## config.mk

```make
export PLATFORM = sky130hd
export DESIGN_NAME = sirq_alias
export DESIGN_NICKNAME = d
export VERILOG_FILES = /design/src/rtl/sirq_alias_pkg.sv /design/src/rtl/sirq_alias_state.sv /design/src/rtl/sirq_alias_view.sv /design/src/rtl/sirq_alias_wdec.sv /design/src/rtl/sirq_alias.sv
export SDC_FILE = /design/constraint.sdc
export NUM_CORES = 1
export LEC_CHECK = 0
export BUFFER_PORTS_ARGS = -buffer_cell sky130_fd_sc_hd__buf_2
export CORE_MARGIN = 3
export CORE_UTILIZATION = 42
export CTS_CLUSTER_DIAMETER = 40
export CTS_CLUSTER_SIZE = 28
export DETAILED_ROUTE_END_ITERATION = 12
export PLACE_DENSITY = 0.83
export SKIP_LAST_GASP = 1
export SYNTH_ARGS = -nofsm -noshare
export SYNTH_HDL_FRONTEND = slang
export SYNTH_SLANG_ARGS = --single-unit
```

## constraint.sdc

```tcl
create_clock -name clk -period 1.3 [get_ports clk]
set_input_delay 0.13 -clock clk [delete_from_list [all_inputs] [get_ports clk]]
set_output_delay 0.13 -clock clk [all_outputs]
set_load 0.005 [all_outputs]
```

## src/rtl/sirq_alias_pkg.sv

```systemverilog
package sirq_alias_pkg;
  localparam int SEL_W = 3;
  localparam logic [SEL_W-1:0] SEL_SIP   = 3'd0;
  localparam logic [SEL_W-1:0] SEL_SIE   = 3'd1;
  localparam logic [SEL_W-1:0] SEL_MVIP  = 3'd2;
  localparam logic [SEL_W-1:0] SEL_MVIEN = 3'd3;

  // bit positions whose behaviour is special
  localparam int SW_BIT  = 1;
  localparam int TMR_BIT = 5;
  localparam int EXT_BIT = 9;
  // bits that never show through the supervisor views
  localparam logic [13:0] HIDDEN_14 = 14'h1444;

  typedef struct packed {
    logic sip;
    logic sie;
    logic mvip;
    logic mvien;
    logic bad;
  } sel_dec_t;

  function automatic sel_dec_t decode_sel(logic req, logic [SEL_W-1:0] sel);
    sel_dec_t d;
    d = '0;
    if (req) begin
      case (sel)
        SEL_SIP:   d.sip   = 1'b1;
        SEL_SIE:   d.sie   = 1'b1;
        SEL_MVIP:  d.mvip  = 1'b1;
        SEL_MVIEN: d.mvien = 1'b1;
        default:   d.bad   = 1'b1;
      endcase
    end
    return d;
  endfunction
endpackage

```

## src/rtl/sirq_alias_state.sv

```systemverilog
module sirq_alias_state #(
  parameter int NB = 14
) (
  input  logic          clk,
  input  logic          rst,
  input  logic [NB-1:0] stb,
  input  logic [NB-1:0] d,
  output logic [NB-1:0] q
);
  for (genvar i = 0; i < NB; i++) begin : g_bit
    always_ff @(posedge clk) begin
      if (rst)         q[i] <= 1'b0;
      else if (stb[i]) q[i] <= d[i];
    end
  end
endmodule

```

## src/rtl/sirq_alias_view.sv

```systemverilog
module sirq_alias_view
  import sirq_alias_pkg::*;
#(
  parameter int NB = 14,
  parameter int DW = 32
) (
  input  sel_dec_t      dec,
  input  logic [NB-1:0] mip,
  input  logic [NB-1:0] mie,
  input  logic [NB-1:0] mideleg,
  input  logic [NB-1:0] alias_m,
  input  logic [NB-1:0] eff_m,
  input  logic [NB-1:0] mvip_q,
  input  logic [NB-1:0] mvien_q,
  input  logic [NB-1:0] ssie_q,
  output logic [DW-1:0] rdata,
  output logic          illegal
);
  localparam logic [NB-1:0] HID = NB'(HIDDEN_14);

  logic [NB-1:0] sip_v, sie_v, mvip_v;

  always_comb begin
    sip_v  = ((mip & mideleg & ~alias_m) | (mvip_q & alias_m)) & ~HID;
    sie_v  = ((mie & mideleg & ~alias_m) | (ssie_q & alias_m)) & ~HID;
    mvip_v = mvip_q;
    mvip_v[SW_BIT]  = mvien_q[SW_BIT] ? mvip_q[SW_BIT] : mip[SW_BIT];
    mvip_v[TMR_BIT] = eff_m[TMR_BIT] & mip[TMR_BIT];
    rdata = '0;
    if (dec.sip)        rdata[NB-1:0] = sip_v;
    else if (dec.sie)   rdata[NB-1:0] = sie_v;
    else if (dec.mvip)  rdata[NB-1:0] = mvip_v;
    else if (dec.mvien) rdata[NB-1:0] = mvien_q;
  end

  assign illegal = dec.bad;
endmodule

```

## src/rtl/sirq_alias_wdec.sv

```systemverilog
module sirq_alias_wdec
  import sirq_alias_pkg::*;
#(
  parameter int NB = 14
) (
  input  sel_dec_t      dec,
  input  logic          we,
  input  logic [NB-1:0] mideleg,
  input  logic [NB-1:0] alias_m,
  input  logic [NB-1:0] eff_m,
  input  logic [NB-1:0] mvien_q,
  output logic [NB-1:0] mip_stb,
  output logic [NB-1:0] mie_stb,
  output logic [NB-1:0] mvip_stb,
  output logic [NB-1:0] ssie_stb,
  output logic          mvien_we
);
  localparam logic [NB-1:0] HID = NB'(HIDDEN_14);

  always_comb begin
    mip_stb  = '0;
    mie_stb  = '0;
    mvip_stb = '0;
    ssie_stb = '0;
    mvien_we = 1'b0;
    if (we) begin
      if (dec.sip) begin
        mip_stb  = mideleg & eff_m & ~HID;
        mvip_stb = alias_m & ~HID;
      end
      if (dec.sie) begin
        ssie_stb = alias_m & ~HID;
        mie_stb  = mideleg & ~HID;
      end
      if (dec.mvip) begin
        mvip_stb         = '1;
        mip_stb[SW_BIT]  = ~mvien_q[SW_BIT];
        mip_stb[EXT_BIT] = ~mvien_q[EXT_BIT];
        mip_stb[TMR_BIT] = eff_m[TMR_BIT];
      end
      if (dec.mvien) mvien_we = 1'b1;
    end
  end
endmodule

```

## src/rtl/sirq_alias.sv

```systemverilog
module sirq_alias
  import sirq_alias_pkg::*;
#(
  parameter int NB = 14,
  parameter int DW = 32
) (
  input  logic              clk,
  input  logic              rst,
  input  logic [NB-1:0]     mip_i,
  input  logic [NB-1:0]     mie_i,
  input  logic [NB-1:0]     mideleg_i,
  input  logic [NB-1:0]     mip_wmask_i,
  input  logic              csr_req_i,
  input  logic              csr_we_i,
  input  logic [SEL_W-1:0]  csr_sel_i,
  input  logic [DW-1:0]     csr_wdata_i,
  output logic [DW-1:0]     csr_rdata_o,
  output logic              csr_illegal_o,
  output logic [NB-1:0]     mip_wstb_o,
  output logic [NB-1:0]     mip_wdata_o,
  output logic [NB-1:0]     mie_wstb_o,
  output logic [NB-1:0]     mie_wdata_o,
  output logic [NB-1:0]     mvip_o,
  output logic [NB-1:0]     mvien_o,
  output logic [NB-1:0]     shadow_sie_o,
  output logic [NB-1:0]     mip_wmask_eff_o
);
  localparam logic [NB-1:0] EXT_ONEHOT = NB'(1) << EXT_BIT;

  sel_dec_t      dec;
  logic [NB-1:0] alias_m, eff_m, wd;
  logic [NB-1:0] mvip_stb, ssie_stb;
  logic          mvien_we;

  assign dec     = decode_sel(csr_req_i, csr_sel_i);
  assign wd      = csr_wdata_i[NB-1:0];
  assign alias_m = mvien_o & ~mideleg_i;
  assign eff_m   = mip_wmask_i & ~(mvien_o & EXT_ONEHOT);
  assign mip_wmask_eff_o = eff_m;

  sirq_alias_view #(.NB(NB), .DW(DW)) u_view (
    .dec(dec), .mip(mip_i), .mie(mie_i), .mideleg(mideleg_i),
    .alias_m(alias_m), .eff_m(eff_m), .mvip_q(mvip_o), .mvien_q(mvien_o),
    .ssie_q(shadow_sie_o), .rdata(csr_rdata_o), .illegal(csr_illegal_o)
  );

  sirq_alias_wdec #(.NB(NB)) u_wdec (
    .dec(dec), .we(csr_we_i), .mideleg(mideleg_i), .alias_m(alias_m),
    .eff_m(eff_m), .mvien_q(mvien_o), .mip_stb(mip_wstb_o),
    .mie_stb(mie_wstb_o), .mvip_stb(mvip_stb), .ssie_stb(ssie_stb),
    .mvien_we(mvien_we)
  );

  assign mip_wdata_o = wd & mip_wstb_o;
  assign mie_wdata_o = wd & mie_wstb_o;

  sirq_alias_state #(.NB(NB)) u_mvip (
    .clk(clk), .rst(rst), .stb(mvip_stb), .d(wd), .q(mvip_o)
  );
  sirq_alias_state #(.NB(NB)) u_mvien (
    .clk(clk), .rst(rst), .stb({NB{mvien_we}}), .d(wd), .q(mvien_o)
  );
  sirq_alias_state #(.NB(NB)) u_ssie (
    .clk(clk), .rst(rst), .stb(ssie_stb), .d(wd), .q(shadow_sie_o)
  );
endmodule

```

==> summary.txt <==
Run status
  – Outcome: complete, but fails checks
  – Failing checks: negative setup slack

Setup path
  – Data arrival, critical path: around 1.3 ns
  – Setup slack on the worst flop-to-flop path: about 0.11 ns
  – Max FO, Critical Path: 5
  – RR Startpoint: u_mvien.q[1]
  – Kind of critical path: flip-flop to output port
  – Slowest cell on the critical path: dfxtp_4
  – CP Launch Type: flip-flop
  – Reg2reg end: u_mvip.q[1]
  – Crit-path cells: and3b_1 -> a211o_1 -> a21oi_2 -> buf_2
  – Data required time of the worst path: about 1.2 ns
  – Worst path max stage delay: ~0.37 ns
  – R2R cell count: 5
  – Setup crit end kind: output port

Hold path
  – Hold Crit Endpoint: u_mvip.q[2]
  – Hold Path Origin: csr_wdata_i[2]
  – Hold Path Stages: 3
  – Hold WC Path Type: input pin to flip-flop

Timing
  – Final cycle utilization of the critical path: 1.11
  – Setup TNS: -1.38 ns
  – RSZ-0062 raised after global routing: yes
  – Setup Viol. Count Final: 30
  – Min setup slack post-route: -0.143 ns
  – F_max: 693 MHz
  – Final min period: 1.44 ns
  – Final Slew Violations: 0
  – Clock skew: between 0.003 and 0.004 ns
  – Final Hold Viols: 0

Detailed routing
  – Routed WL per cell: 16.4 um
  – DR vias: about 3.5k
  – DR iter-0 viols: around 130
  – Antenna viol nets, final: 0
  – Vias per cell: ~5.2
  – Final WL: ~11000 um
  – DR DRC count: 0
  – First drt pass iteration count: 5

Die
  – Initial Util: 0.441
  – Die Ht: about 94 um
  – Core footprint: 7410 um2
  – I/O Pins: 240
  – Die area: slightly below 9000 um2
  – Die Wd: 94.2 um
  – Site Rows: 31

Logic synthesis
  – Sequential area share after synthesis: 0.233
  – Flops & latches, synth: 38
  – Syn Inst Count: 393
  – Synth cell types: 43
  – Ys async rst share: 0
  – Post-synth EDFFs: 0
  – Avg Inst Size Synth: a little over 8 um2
  – Synth Warn #: 0
  – Post-Syn Area: 3270 um2
  – Top_reg_cell synth: dfxtp_1

Finish
  – Nets: between 600 and 700
  – Final core utilization: 0.629
  – Layout area overhead: 42.5%
  – Share of layout cells above drive strength 1: 0.477
  – Diode count: 0

Global route
  – First-pass GRT wire length: about 16000 um
  – Initial antenna violation count: 0
  – Largest net degree at the start of global routing: 53
  – GRT Total Usage: 0.228
  – Vias in the first global route: roughly 3.2k
  – Grt total ovfl: 0

Pwr
  – Peak supply drop: 0.000384 V
  – Leak Pwr: 2.43 nW
  – Pwr dens: between 500 and 600 nW/um2

Clock network
  – CTS clk-pin slew, worst paths: 0.07 ns
  – H-Tree Depth: 2
  – Clock sink count: 38
  – CTS tree: done
  – Total CTS buffers: 5
  – Hold-fix buffers, CTS: 0
  – Clk_lat worst skew: 0.29 ns
  – CTS Buffer Depth: 2
  – CTS root buf: clkbuf_8

Place
  – Detailed placer's ending HPWL: between 7000 and 8000 um
  – Final RePlAce weighted congestion: just under 0.8
  – Port bufs: ~160

Job
  – Max-cap check violation count: 0
cell usage after synthesis, drive strengths merged (2+ instances only):
master | number | area (um2)
nand2b | 50 | 313
mux2i | 45 | 450
o21a | 7 | 52.6
nor2b | 4 | 25.0
nor4 | 2 | 18.8
nor2 | 6 | 22.5
o21ai | 6 | 30.0
nand3b | 19 | 155
a211o | 3 | 26.3
nand3 | 7 | 40.0
clkbuf | 9 | 33.8
a32oi | 8 | 70.1
nor3 | 2 | 15.0
and2 | 13 | 81.3
inv | 4 | 15.0
and3b | 11 | 96.3
a21oi | 26 | 130
nand2 | 19 | 71.3
dfxtp | 38 | 761
and3 | 18 | 113
and4 | 7 | 61.3
buf | 67 | 487
a22oi | 9 | 77.6
area by class of cell:
cell class                 instances  area, um2
multi-input combinational        312       2240
inverter                           4       15.0
sequential                        38        808
timing repair buffer             214       1400
tap                               99        124
fill                             655       2750
clock buffer                       7       76.3
logic make-up after synthesis:
| group | synth area share |
|---|---|
| AO/OA/AOI/OAI | 0.130 |
| buffers and inverters | 0.164 |
| flip-flops | 0.233 |
| multiplexers | 0.141 |
| other | 0.00115 |
| AND/OR/NAND/NOR | 0.331 |
how the worst max path moves through the flow:
| stage | start | end | cells past startpoint |
|---|---|---|---|
| floorplan | csr_sel_i[0] | mip_wdata_o[1] | 4 |
| global placement | csr_sel_i[2] | mie_wdata_o[8] | 6 |
| detailed placement | csr_sel_i[2] | mie_wdata_o[8] | 6 |
| CTS | u_mvien.q[8] | csr_rdata_o[8] | 4 |
| global route | u_mvip.q[8] | csr_rdata_o[8] | 4 |
| finish | u_mvien.q[8] | csr_rdata_o[8] | 4 |
critical path: cells and delay by family (launching register included):
family	cells	cell delay (ns)
DFF	1	0.37
AOI/OAI and AO/OA	2	0.37
and+or+nand+nor	1	0.17
buffers and inverters	1	0.13
through the flow:
| step | std cells | setup slack [ns] | area (um2) | total power, mW | hold slack (ns) |
|---|---|---|---|---|---|
| after floorplan | 430 | 0.0635 | 3410 | 1.61 | 0.278 |
| after global placement | 651 | -0.0403 | 4150 | 1.79 | 0.260 |
| after detailed placement | 651 | -0.0774 | 4150 | 1.80 | 0.260 |
| after CTS | 668 | -0.145 | 4430 | 2.59 | 0.0979 |
| after global routing | 674 | -0.213 | 4660 | 2.73 | 0.0988 |
| final | 674 | -0.143 | 4660 | 2.60 | 0.106 |
registers in the layout (all words and copies together) (netlist names):
| signal | count |
|---|---|
| u_mvip.q | 14 |
| u_mvien.q | 14 |
| u_ssie.q | 10 |
cell usage in the layout, fill, tap and decap left out, types with 6 or more instances in the layout:
| cell type | n |
|---|---|
| dfxtp_1 | 18 |
| buf_4 | 42 |
| nand3_1 | 6 |
| mux2i_1 | 45 |
| o21ai_0 | 6 |
| and4_1 | 7 |
| nand2_1 | 19 |
| a32oi_1 | 8 |
| buf_6 | 24 |
| nor2_1 | 6 |
| and3b_1 | 11 |
| and3_4 | 7 |
| a21oi_1 | 24 |
| buf_2 | 143 |
| nand3b_1 | 18 |
| dfxtp_4 | 9 |
| a22oi_1 | 6 |
| and2_4 | 9 |
| nand2b_1 | 50 |
| dfxtp_2 | 11 |
| o21a_1 | 7 |
| and3_1 | 11 |
| conb_1 | 38 |
timing repair:
action	in CTS	in global routing
hold endpoints to repair	0	0
cloned	1	1
resized for setup	42	47
setup buffers	9	5
endpoints found under the setup margin	31	45
pin swaps	15	17
metal layers:
layer | vias to the layer above | part of all wire | GRT usage
met3 | 20 | 0.072 | 0.0321
met2 | 157 | 0.51 | 0.414
met5 | - | 0 | 0
li1 | 1666 | - | -
met1 | 1676 | 0.40 | 0.277
met4 | 0 | 0.021 | 0.0650
where the power goes:
part / switching, mW / internal [mW]
logic: 0.341 / 0.316
clock network: 0.399 / 0.370
registers: 0.0120 / 1.16
No activity file was read; power rests on OpenSTA's default activity.
